## config.mk

```make
export PLATFORM = sky130hd
export DESIGN_NAME = intDist
export DESIGN_NICKNAME = d
export VERILOG_FILES = /design/src/rtl/intDistPkg.sv /design/src/rtl/intDistCtrl.sv /design/src/rtl/intDistArb.sv /design/src/rtl/intDistDatapath.sv /design/src/rtl/intDist.sv
export SDC_FILE = /design/constraint.sdc
export NUM_CORES = 2
export LEC_CHECK = 0
export BUFFER_PORTS_ARGS = -buffer_cell sky130_fd_sc_hd__buf_2
export CORE_AREA = 8 8 385 387
export DETAILED_ROUTE_END_ITERATION = 7
export DIE_AREA = 0 0 393 395
export SLEW_MARGIN = 0
export SYNTH_ARGS = -nofsm -noshare
export SYNTH_HDL_FRONTEND = slang
export SYNTH_SLANG_ARGS = --single-unit
export TNS_END_PERCENT = 30
```

## constraint.sdc

```tcl
create_clock -name clk -period 107.7 [get_ports clk]
set_input_delay 16.155 -clock clk [delete_from_list [all_inputs] [get_ports clk]]
set_output_delay 16.155 -clock clk [all_outputs]
set_load 0.005 [all_outputs]
```

## src/rtl/intDistPkg.sv

```systemverilog
package intDistPkg;
  localparam int ADDR_W   = 10;
  localparam int DATA_W   = 32;
  localparam int IDX_W    = 6;
  localparam int REGION_W = 4;
  localparam int SGI_IDS  = 16;
  localparam int PRIV_END = 32;
  localparam int PRIO_W   = 5;

  localparam logic [REGION_W-1:0] RG_CTRL  = 4'd0;
  localparam logic [REGION_W-1:0] RG_SETEN = 4'd1;
  localparam logic [REGION_W-1:0] RG_CLREN = 4'd2;
  localparam logic [REGION_W-1:0] RG_PEND  = 4'd3;
  localparam logic [REGION_W-1:0] RG_PRIO  = 4'd4;
  localparam logic [REGION_W-1:0] RG_TGT   = 4'd5;
  localparam logic [REGION_W-1:0] RG_CFG   = 4'd6;
  localparam logic [REGION_W-1:0] RG_SGI   = 4'd7;

  // Strobes from the decoder to the state/datapath block
  typedef struct packed {
    logic                wrCtrl;
    logic                wrSetEn;
    logic                wrClrEn;
    logic                wrClrPend;
    logic                wrPrio;
    logic                wrTarget;
    logic                wrCfg;
    logic                wrSgi;
    logic                rdEn;
    logic [REGION_W-1:0] rdRegion;
    logic [IDX_W-1:0]    idx;
  } strobeT;
endpackage

```

## src/rtl/intDistCtrl.sv

```systemverilog
module intDistCtrl
  import intDistPkg::*;
(
  input  logic              regWrEn,
  input  logic              regRdEn,
  input  logic [ADDR_W-1:0] regAddr,
  output strobeT            stb
);
  logic [REGION_W-1:0] region;
  logic [IDX_W-1:0]    idx;

  assign region = regAddr[ADDR_W-1:IDX_W];
  assign idx    = regAddr[IDX_W-1:0];

  always_comb begin
    stb          = '0;
    stb.idx      = idx;
    stb.rdEn     = regRdEn;
    stb.rdRegion = region;
    if (regWrEn) begin
      case (region)
        RG_CTRL:  stb.wrCtrl    = (idx == '0);
        RG_SETEN: stb.wrSetEn   = 1'b1;
        RG_CLREN: stb.wrClrEn   = 1'b1;
        RG_PEND:  stb.wrClrPend = 1'b1;
        RG_PRIO:  stb.wrPrio    = 1'b1;
        RG_TGT:   stb.wrTarget  = 1'b1;
        RG_CFG:   stb.wrCfg     = 1'b1;
        RG_SGI:   stb.wrSgi     = (idx == '0);
        default:  ;
      endcase
    end
  end
endmodule

```

## src/rtl/intDistArb.sv

```systemverilog
module intDistArb
  import intDistPkg::*;
#(
  parameter int NUM_IDS = 64,
  localparam int ID_W   = $clog2(NUM_IDS)
) (
  input  logic [NUM_IDS-1:0]             elig,
  input  logic [NUM_IDS-1:0][PRIO_W-1:0] prio,
  output logic                           valid,
  output logic [ID_W-1:0]                id,
  output logic [7:0]                     prioOut
);
  // Ascending scan with strict compare: equal priority keeps the lower number
  logic [PRIO_W:0] bestP;
  logic [ID_W-1:0] bestId;

  always_comb begin
    bestP  = {1'b1, {PRIO_W{1'b0}}};
    bestId = '0;
    for (int i = 0; i < NUM_IDS; i++) begin
      if (elig[i] && ({1'b0, prio[i]} < bestP)) begin
        bestP  = {1'b0, prio[i]};
        bestId = ID_W'(i);
      end
    end
  end

  assign valid   = ~bestP[PRIO_W];
  assign id      = valid ? bestId : '0;
  assign prioOut = valid ? {bestP[PRIO_W-1:0], 3'b000} : 8'd0;
endmodule

```

## src/rtl/intDistDatapath.sv

```systemverilog
module intDistDatapath
  import intDistPkg::*;
#(
  parameter int NUM_IDS  = 64,
  parameter int NUM_CPUS = 2,
  localparam int ID_W    = $clog2(NUM_IDS)
) (
  input  logic                               clk,
  input  logic                               rstN,
  input  strobeT                             stb,
  input  logic [DATA_W-1:0]                  wrData,
  input  logic [NUM_IDS-1:SGI_IDS]           irqIn,
  output logic [DATA_W-1:0]                  rdData,
  output logic                               distEn,
  output logic [NUM_IDS-1:0]                 enableQ,
  output logic [NUM_CPUS-1:0]                cpuValid,
  output logic [NUM_CPUS-1:0][ID_W-1:0]      cpuId,
  output logic [NUM_CPUS-1:0][7:0]           cpuPrio
);
  logic [NUM_IDS-1:SGI_IDS]               pendLine;
  logic [NUM_IDS-1:SGI_IDS]               cfgEdge;
  logic [NUM_IDS-1:SGI_IDS]               irqPrev;
  logic [NUM_IDS-1:PRIV_END][NUM_CPUS-1:0] target;
  logic [NUM_IDS-1:0][PRIO_W-1:0]         prio;
  logic [NUM_CPUS-1:0][SGI_IDS-1:0]       sgiPend;
  logic [NUM_IDS-1:0]                     pendVec;
  logic [NUM_CPUS-1:0][NUM_IDS-1:0]       elig;
  logic [DATA_W-1:0]                      rdNext;

  always_ff @(posedge clk or negedge rstN) begin
    if (!rstN) begin
      distEn   <= 1'b0;
      enableQ  <= '0;
      pendLine <= '0;
      cfgEdge  <= '0;
      irqPrev  <= '0;
      target   <= '0;
      prio     <= '0;
      sgiPend  <= '0;
      rdData   <= '0;
    end else begin
      irqPrev <= irqIn;
      if (stb.rdEn) rdData <= rdNext;
      if (stb.wrCtrl) distEn <= wrData[0];
      for (int i = 0; i < NUM_IDS; i++) begin
        if (stb.wrSetEn && stb.idx == IDX_W'(i / 32) && wrData[i % 32])
          enableQ[i] <= 1'b1;
        else if (stb.wrClrEn && stb.idx == IDX_W'(i / 32) && wrData[i % 32])
          enableQ[i] <= 1'b0;
        if (stb.wrPrio && stb.idx == IDX_W'(i / 4))
          prio[i] <= wrData[(i % 4) * 8 + 3 +: PRIO_W];
      end
      for (int i = SGI_IDS; i < NUM_IDS; i++) begin
        if (cfgEdge[i]) begin
          if (irqIn[i] && !irqPrev[i])
            pendLine[i] <= 1'b1;
          else if (stb.wrClrPend && stb.idx == IDX_W'(i / 32) && wrData[i % 32])
            pendLine[i] <= 1'b0;
        end else begin
          pendLine[i] <= irqIn[i];
        end
        if (stb.wrCfg && stb.idx == IDX_W'(i / 16))
          cfgEdge[i] <= wrData[(i % 16) * 2 + 1];
      end
      for (int i = PRIV_END; i < NUM_IDS; i++) begin
        if (stb.wrTarget && stb.idx == IDX_W'(i / 4))
          target[i] <= wrData[(i % 4) * 8 +: NUM_CPUS];
      end
      for (int c = 0; c < NUM_CPUS; c++) begin
        for (int s = 0; s < SGI_IDS; s++) begin
          if (stb.wrSgi && wrData[16 + c] && wrData[3:0] == 4'(s))
            sgiPend[c][s] <= 1'b1;
          else if (stb.wrClrPend && stb.idx == '0 && wrData[s])
            sgiPend[c][s] <= 1'b0;
        end
      end
    end
  end

  // Combined pending view, as seen through the pending bank
  always_comb begin
    pendVec = '0;
    for (int s = 0; s < SGI_IDS; s++)
      for (int c = 0; c < NUM_CPUS; c++)
        pendVec[s] = pendVec[s] | sgiPend[c][s];
    for (int i = SGI_IDS; i < NUM_IDS; i++)
      pendVec[i] = pendLine[i];
  end

  // Per-processor candidates
  always_comb begin
    elig = '0;
    for (int c = 0; c < NUM_CPUS; c++) begin
      for (int s = 0; s < SGI_IDS; s++)
        elig[c][s] = distEn & enableQ[s] & sgiPend[c][s];
      for (int i = SGI_IDS; i < PRIV_END; i++)
        elig[c][i] = distEn & enableQ[i] & pendLine[i];
      for (int i = PRIV_END; i < NUM_IDS; i++)
        elig[c][i] = distEn & enableQ[i] & pendLine[i] & target[i][c];
    end
  end

  // Read multiplexer
  always_comb begin
    rdNext = '0;
    case (stb.rdRegion)
      RG_CTRL: if (stb.idx == '0) rdNext[0] = distEn;
      RG_SETEN, RG_CLREN:
        for (int i = 0; i < NUM_IDS; i++)
          if (stb.idx == IDX_W'(i / 32)) rdNext[i % 32] = enableQ[i];
      RG_PEND:
        for (int i = 0; i < NUM_IDS; i++)
          if (stb.idx == IDX_W'(i / 32)) rdNext[i % 32] = pendVec[i];
      RG_PRIO:
        for (int i = 0; i < NUM_IDS; i++)
          if (stb.idx == IDX_W'(i / 4)) rdNext[(i % 4) * 8 + 3 +: PRIO_W] = prio[i];
      RG_TGT:
        for (int i = PRIV_END; i < NUM_IDS; i++)
          if (stb.idx == IDX_W'(i / 4)) rdNext[(i % 4) * 8 +: NUM_CPUS] = target[i];
      RG_CFG: begin
        for (int s = 0; s < SGI_IDS; s++)
          if (stb.idx == IDX_W'(s / 16)) rdNext[(s % 16) * 2 +: 2] = 2'b10;
        for (int i = SGI_IDS; i < NUM_IDS; i++)
          if (stb.idx == IDX_W'(i / 16)) rdNext[(i % 16) * 2 +: 2] = {cfgEdge[i], 1'b1};
      end
      default: ;
    endcase
  end

  for (genvar c = 0; c < NUM_CPUS; c++) begin : g_cpu
    intDistArb #(.NUM_IDS(NUM_IDS)) u_arb (
      .elig    (elig[c]),
      .prio    (prio),
      .valid   (cpuValid[c]),
      .id      (cpuId[c]),
      .prioOut (cpuPrio[c])
    );
  end
endmodule

```

## src/rtl/intDist.sv

```systemverilog
module intDist
  import intDistPkg::*;
#(
  parameter int NUM_IDS  = 64,
  parameter int NUM_CPUS = 2
) (
  input  logic                                 clk,
  input  logic                                 rstN,
  input  logic                                 regWrEn,
  input  logic                                 regRdEn,
  input  logic [ADDR_W-1:0]                    regAddr,
  input  logic [DATA_W-1:0]                    regWrData,
  output logic [DATA_W-1:0]                    regRdData,
  input  logic [NUM_IDS-1:SGI_IDS]             irqIn,
  output logic [NUM_CPUS-1:0]                  cpuIrqValid,
  output logic [NUM_CPUS*$clog2(NUM_IDS)-1:0]  cpuIrqId,
  output logic [NUM_CPUS*8-1:0]                cpuIrqPrio
);
  localparam int ID_W = $clog2(NUM_IDS);

  strobeT                          stb;
  logic                            distEn;
  logic [NUM_IDS-1:0]              enableQ;
  logic [NUM_CPUS-1:0][ID_W-1:0]   cpuId;
  logic [NUM_CPUS-1:0][7:0]        cpuPrio;

  intDistCtrl u_ctrl (
    .regWrEn (regWrEn),
    .regRdEn (regRdEn),
    .regAddr (regAddr),
    .stb     (stb)
  );

  intDistDatapath #(.NUM_IDS(NUM_IDS), .NUM_CPUS(NUM_CPUS)) u_dp (
    .clk      (clk),
    .rstN     (rstN),
    .stb      (stb),
    .wrData   (regWrData),
    .irqIn    (irqIn),
    .rdData   (regRdData),
    .distEn   (distEn),
    .enableQ  (enableQ),
    .cpuValid (cpuIrqValid),
    .cpuId    (cpuId),
    .cpuPrio  (cpuPrio)
  );

  assign cpuIrqId   = cpuId;
  assign cpuIrqPrio = cpuPrio;
endmodule

```

==> impl_results.md <==
- Cell row count: 139
- FFs w/ async S/R, synth: 1.000
- CORE AREA: 142300 um2
- F_max: 9.220 MHz
- Min Tclk post-route: 108.46 ns
- Synth Flop Type: dfrtp_1
- RSZ-0062 raised after global routing: yes
- Met3 Use GR: 0.1209
- Yosys reg bits: 657
- CP max FO: 8
- Final #Nets: 9880
- Die Wd: 393 um
- Gpl congestion: 1.034
- Initial Utilization: 0.4468
- Initial antenna violation count: 29
- Pwr dens: 6.176 nW/um2
- Pre-Repair DR Iteration Count: 6
- Met2 usage in global routing: 0.5580
- GRT Util Overall: 0.3749
- WL per Instance: 27.85 um
- Pins Over Slew Limit: 0
- EDFF count, synth: 0
- Critical Path Most Common Cell: ha_4
- Power share of the combinational group: 0.097
- Gate Count Post-Synth: 7506
- Run status: finished, violations left
- TritonCTS clock tree: yes
- Clock Sinks: 657
- Most used routing layer: met2
- Synthesis-to-finish area growth: 42.59%
- VDD IR-drop max: 0.00002197 V
- Hold buffers post-CTS: 0
- Clock share of power: 0.433
- Global Route met1 Usage: 0.4816
- Critical path class: reg2out
- Routed Antenna Nets: 0
- Die footprint: 155200 um2
- DP HPWL: 233300 um
- Pre-CTS setup slack: -6.975 ns
- Fin crit share: 1.007
- Worst setup margin: -0.7551 ns
- Worst-path clk slew: 0.07 ns
- Part of the Yosys area used for sequential elements: 0.2586
- Port Buffer Count: 149
- Max Root-Sink Buffers: 3
- Largest net degree at the start of global routing: 156
- Avg Synthesized Cell Area: 8.469 um2
- Root Driver: clkbuf_16
- Vias: 73.73k
- Yosys warns: 0
- Share of layout cells above drive strength 1: 0.4755
- Crit end category: output port
- Worst-Skew Late Latency: 0.64 ns
- Vias in the first global route: 69.60k
- Arrival time of the worst setup path: 92.30 ns
- Iteration-0 DRC Markers: 8597
- CP Launch Type: register
- Sw Pwr: 0.0001549 W
- Post-Route WL: 316700 um
- Total congestion overflow: 0
- Num CTS Buffers: 67
- Violated checks: setup timing
- Cell Area, Synth: 63560 um2
- Slowest cell on crit path: or4_4
- Post-Route Skew: 0.02296 ns
- Tightest Hold Check Type: reg2reg
- Die height: 395 um
- Final Hold Viols: 0
- Switching portion of total power: 0.2767
- Max transition margin: 0.06329
- Power consumption: 0.0005598 W
- H-Tree Depth: 3
- Slowest stage delay, CP: 0.55 ns
- Max-cap violations: 0
- I/O pins: 156
- Cell Int Power: 0.0004049 W
- Static leakage power: 40.31 nW
- Worst-Margin Slew: 1.392 ns
- Final Core Density: 0.6371
- Power share of the sequential group: 0.470
- Synth unique cells: 190
- # setup viols final: 23
- DRC viols: 0
- Global-route wire length before repair: 447200 um
- WP data required: 91.54 ns
- Number of vias per cell: 6.484
-- kinds of logic (layout without fill, tap and decap cells) --
family,after synthesis,count (layout),synth area share
AOI/OAI and AO/OA,2463,2464,0.2807
xor gates and xnor gates,30,30,0.004252
adders and majority gates,420,420,0.08133
buffers and inverters,788,2730,0.06082
DFF,657,657,0.2586
muxes,728,728,0.1268
other,1,20,0.00005899
and+or+nand+nor,2419,2419,0.1874
-- power by group through the flow --
| stage | registers, W | clock network, W | logic [W] |
|---|---|---|---|
| after floorplan | 0.000259 | 0 | 0.0000227 |
| after global placement | 0.000266 | 0 | 0.0000442 |
| after detailed placement | 0.000266 | 0 | 0.0000450 |
| after CTS | 0.000261 | 0.000241 | 0.0000477 |
| after global routing | 0.000263 | 0.000249 | 0.0000565 |
| final | 0.000263 | 0.000243 | 0.0000540 |
-- critical path: cells and delay by family, from the launching register on --
kind                       cells  cell delay, ns
AOI/OAI and AO/OA            209           37.09
muxes                         34            9.27
buffers and inverters         75            7.99
adders and majority gates     68           17.70
and+or+nand+nor              139           18.91
DFF                            1            0.47
-- synth_stat cells (all sizes together) (107+ instances only) --
cell	count	share of area
a21oi	548	0.045
a22oi	137	0.016
clkbuf	233	0.019
a21o	118	0.014
buf	109	0.013
mux2	561	0.10
ha	382	0.075
inv	427	0.025
a211oi	107	0.014
mux2i	167	0.027
nor2	612	0.037
dfrtp	657	0.26
nor3	134	0.011
and3	110	0.012
nand3	227	0.019
o21ai	500	0.041
nand2	779	0.047
-- layout by cell type (no fill, tap or decap), drive strengths merged, types with 134 or more instances in the layout --
master and n:
inv 430, a21oi 548, o21ai 501, nand3 227, mux2i 167, nor3 134, a22oi 137, dfrtp 657
buf 2181, mux2 561, nand2 779, ha 382, nor2 612
-- metal layers --
metal | share of wire | vias up
li1 | - | 32090
met1 | 0.38 | 36010
met3 | 0.12 | 1124
met4 | 0.070 | 22
met5 | 0.00044 | -
met2 | 0.42 | 4486
-- registers in the layout, summed over array words and instances, names as in the netlist --
name	cells
u_dp.cfgEdge	48
u_dp.distEn	1
u_dp.enableQ	64
u_dp.irqPrev	48
u_dp.pendLine	48
u_dp.prio	320
u_dp.rdData	32
u_dp.sgiPend	32
u_dp.target	64
-- through the flow --
step	TNS [ns]	hold slack, ns	instances	instance area (um2)
after global placement	-77.99	0.4682	10550	75560
final	-8.422	0.4909	11370	90630
after CTS	-0.008235	0.4923	11100	83960
after detailed placement	-107.11	0.4680	10550	75560
after floorplan	0	0.4561	7511	64510
after global routing	-101.33	0.5036	11360	90600
-- layout make-up --
type	instances	area, um2
tap	1903	2381
inverter	428	1644
clock inverter	24	285.3
fill	11910	51630
multi-input combinational	6067	51480
timing repair buffer	2183	16420
clock buffer	95	1942
antenna	14	35.03
sequential	657	16440
-- worst paths after layout --
path / from / endpoint / slack [ns] / depth (start not counted)
setup / recovery: u_dp.distEn$_DFFE_PN0P_ / cpuIrqId[4] / -0.76 / 525
hold / removal: u_dp.rdData[25]$_DFFE_PN0P_ / u_dp.rdData[25]$_DFFE_PN0P_ / 0.49 / 1
setup reg to reg: u_dp.prio[18]$_DFFE_PN0P_ / u_dp.rdData[30]$_DFFE_PN0P_ / 104.24 / 10
hold reg to reg: u_dp.rdData[25]$_DFFE_PN0P_ / u_dp.rdData[25]$_DFFE_PN0P_ / 0.49 / 1
max in group asynchronous: rstN / u_dp.prio[130]$_DFFE_PN0P_ / 88.97 / 4
min in group asynchronous: rstN / u_dp.prio[313]$_DFFE_PN0P_ / 15.53 / 1
-- timing repair --
action	4_1_cts	5_1_grt
gates resized for setup	654	975
endpoints found under the setup margin	24	24
pin swaps	410	662
gates cloned	4	0
setup buffers	434	259
Note: power is estimated with default switching activity, not from simulation.
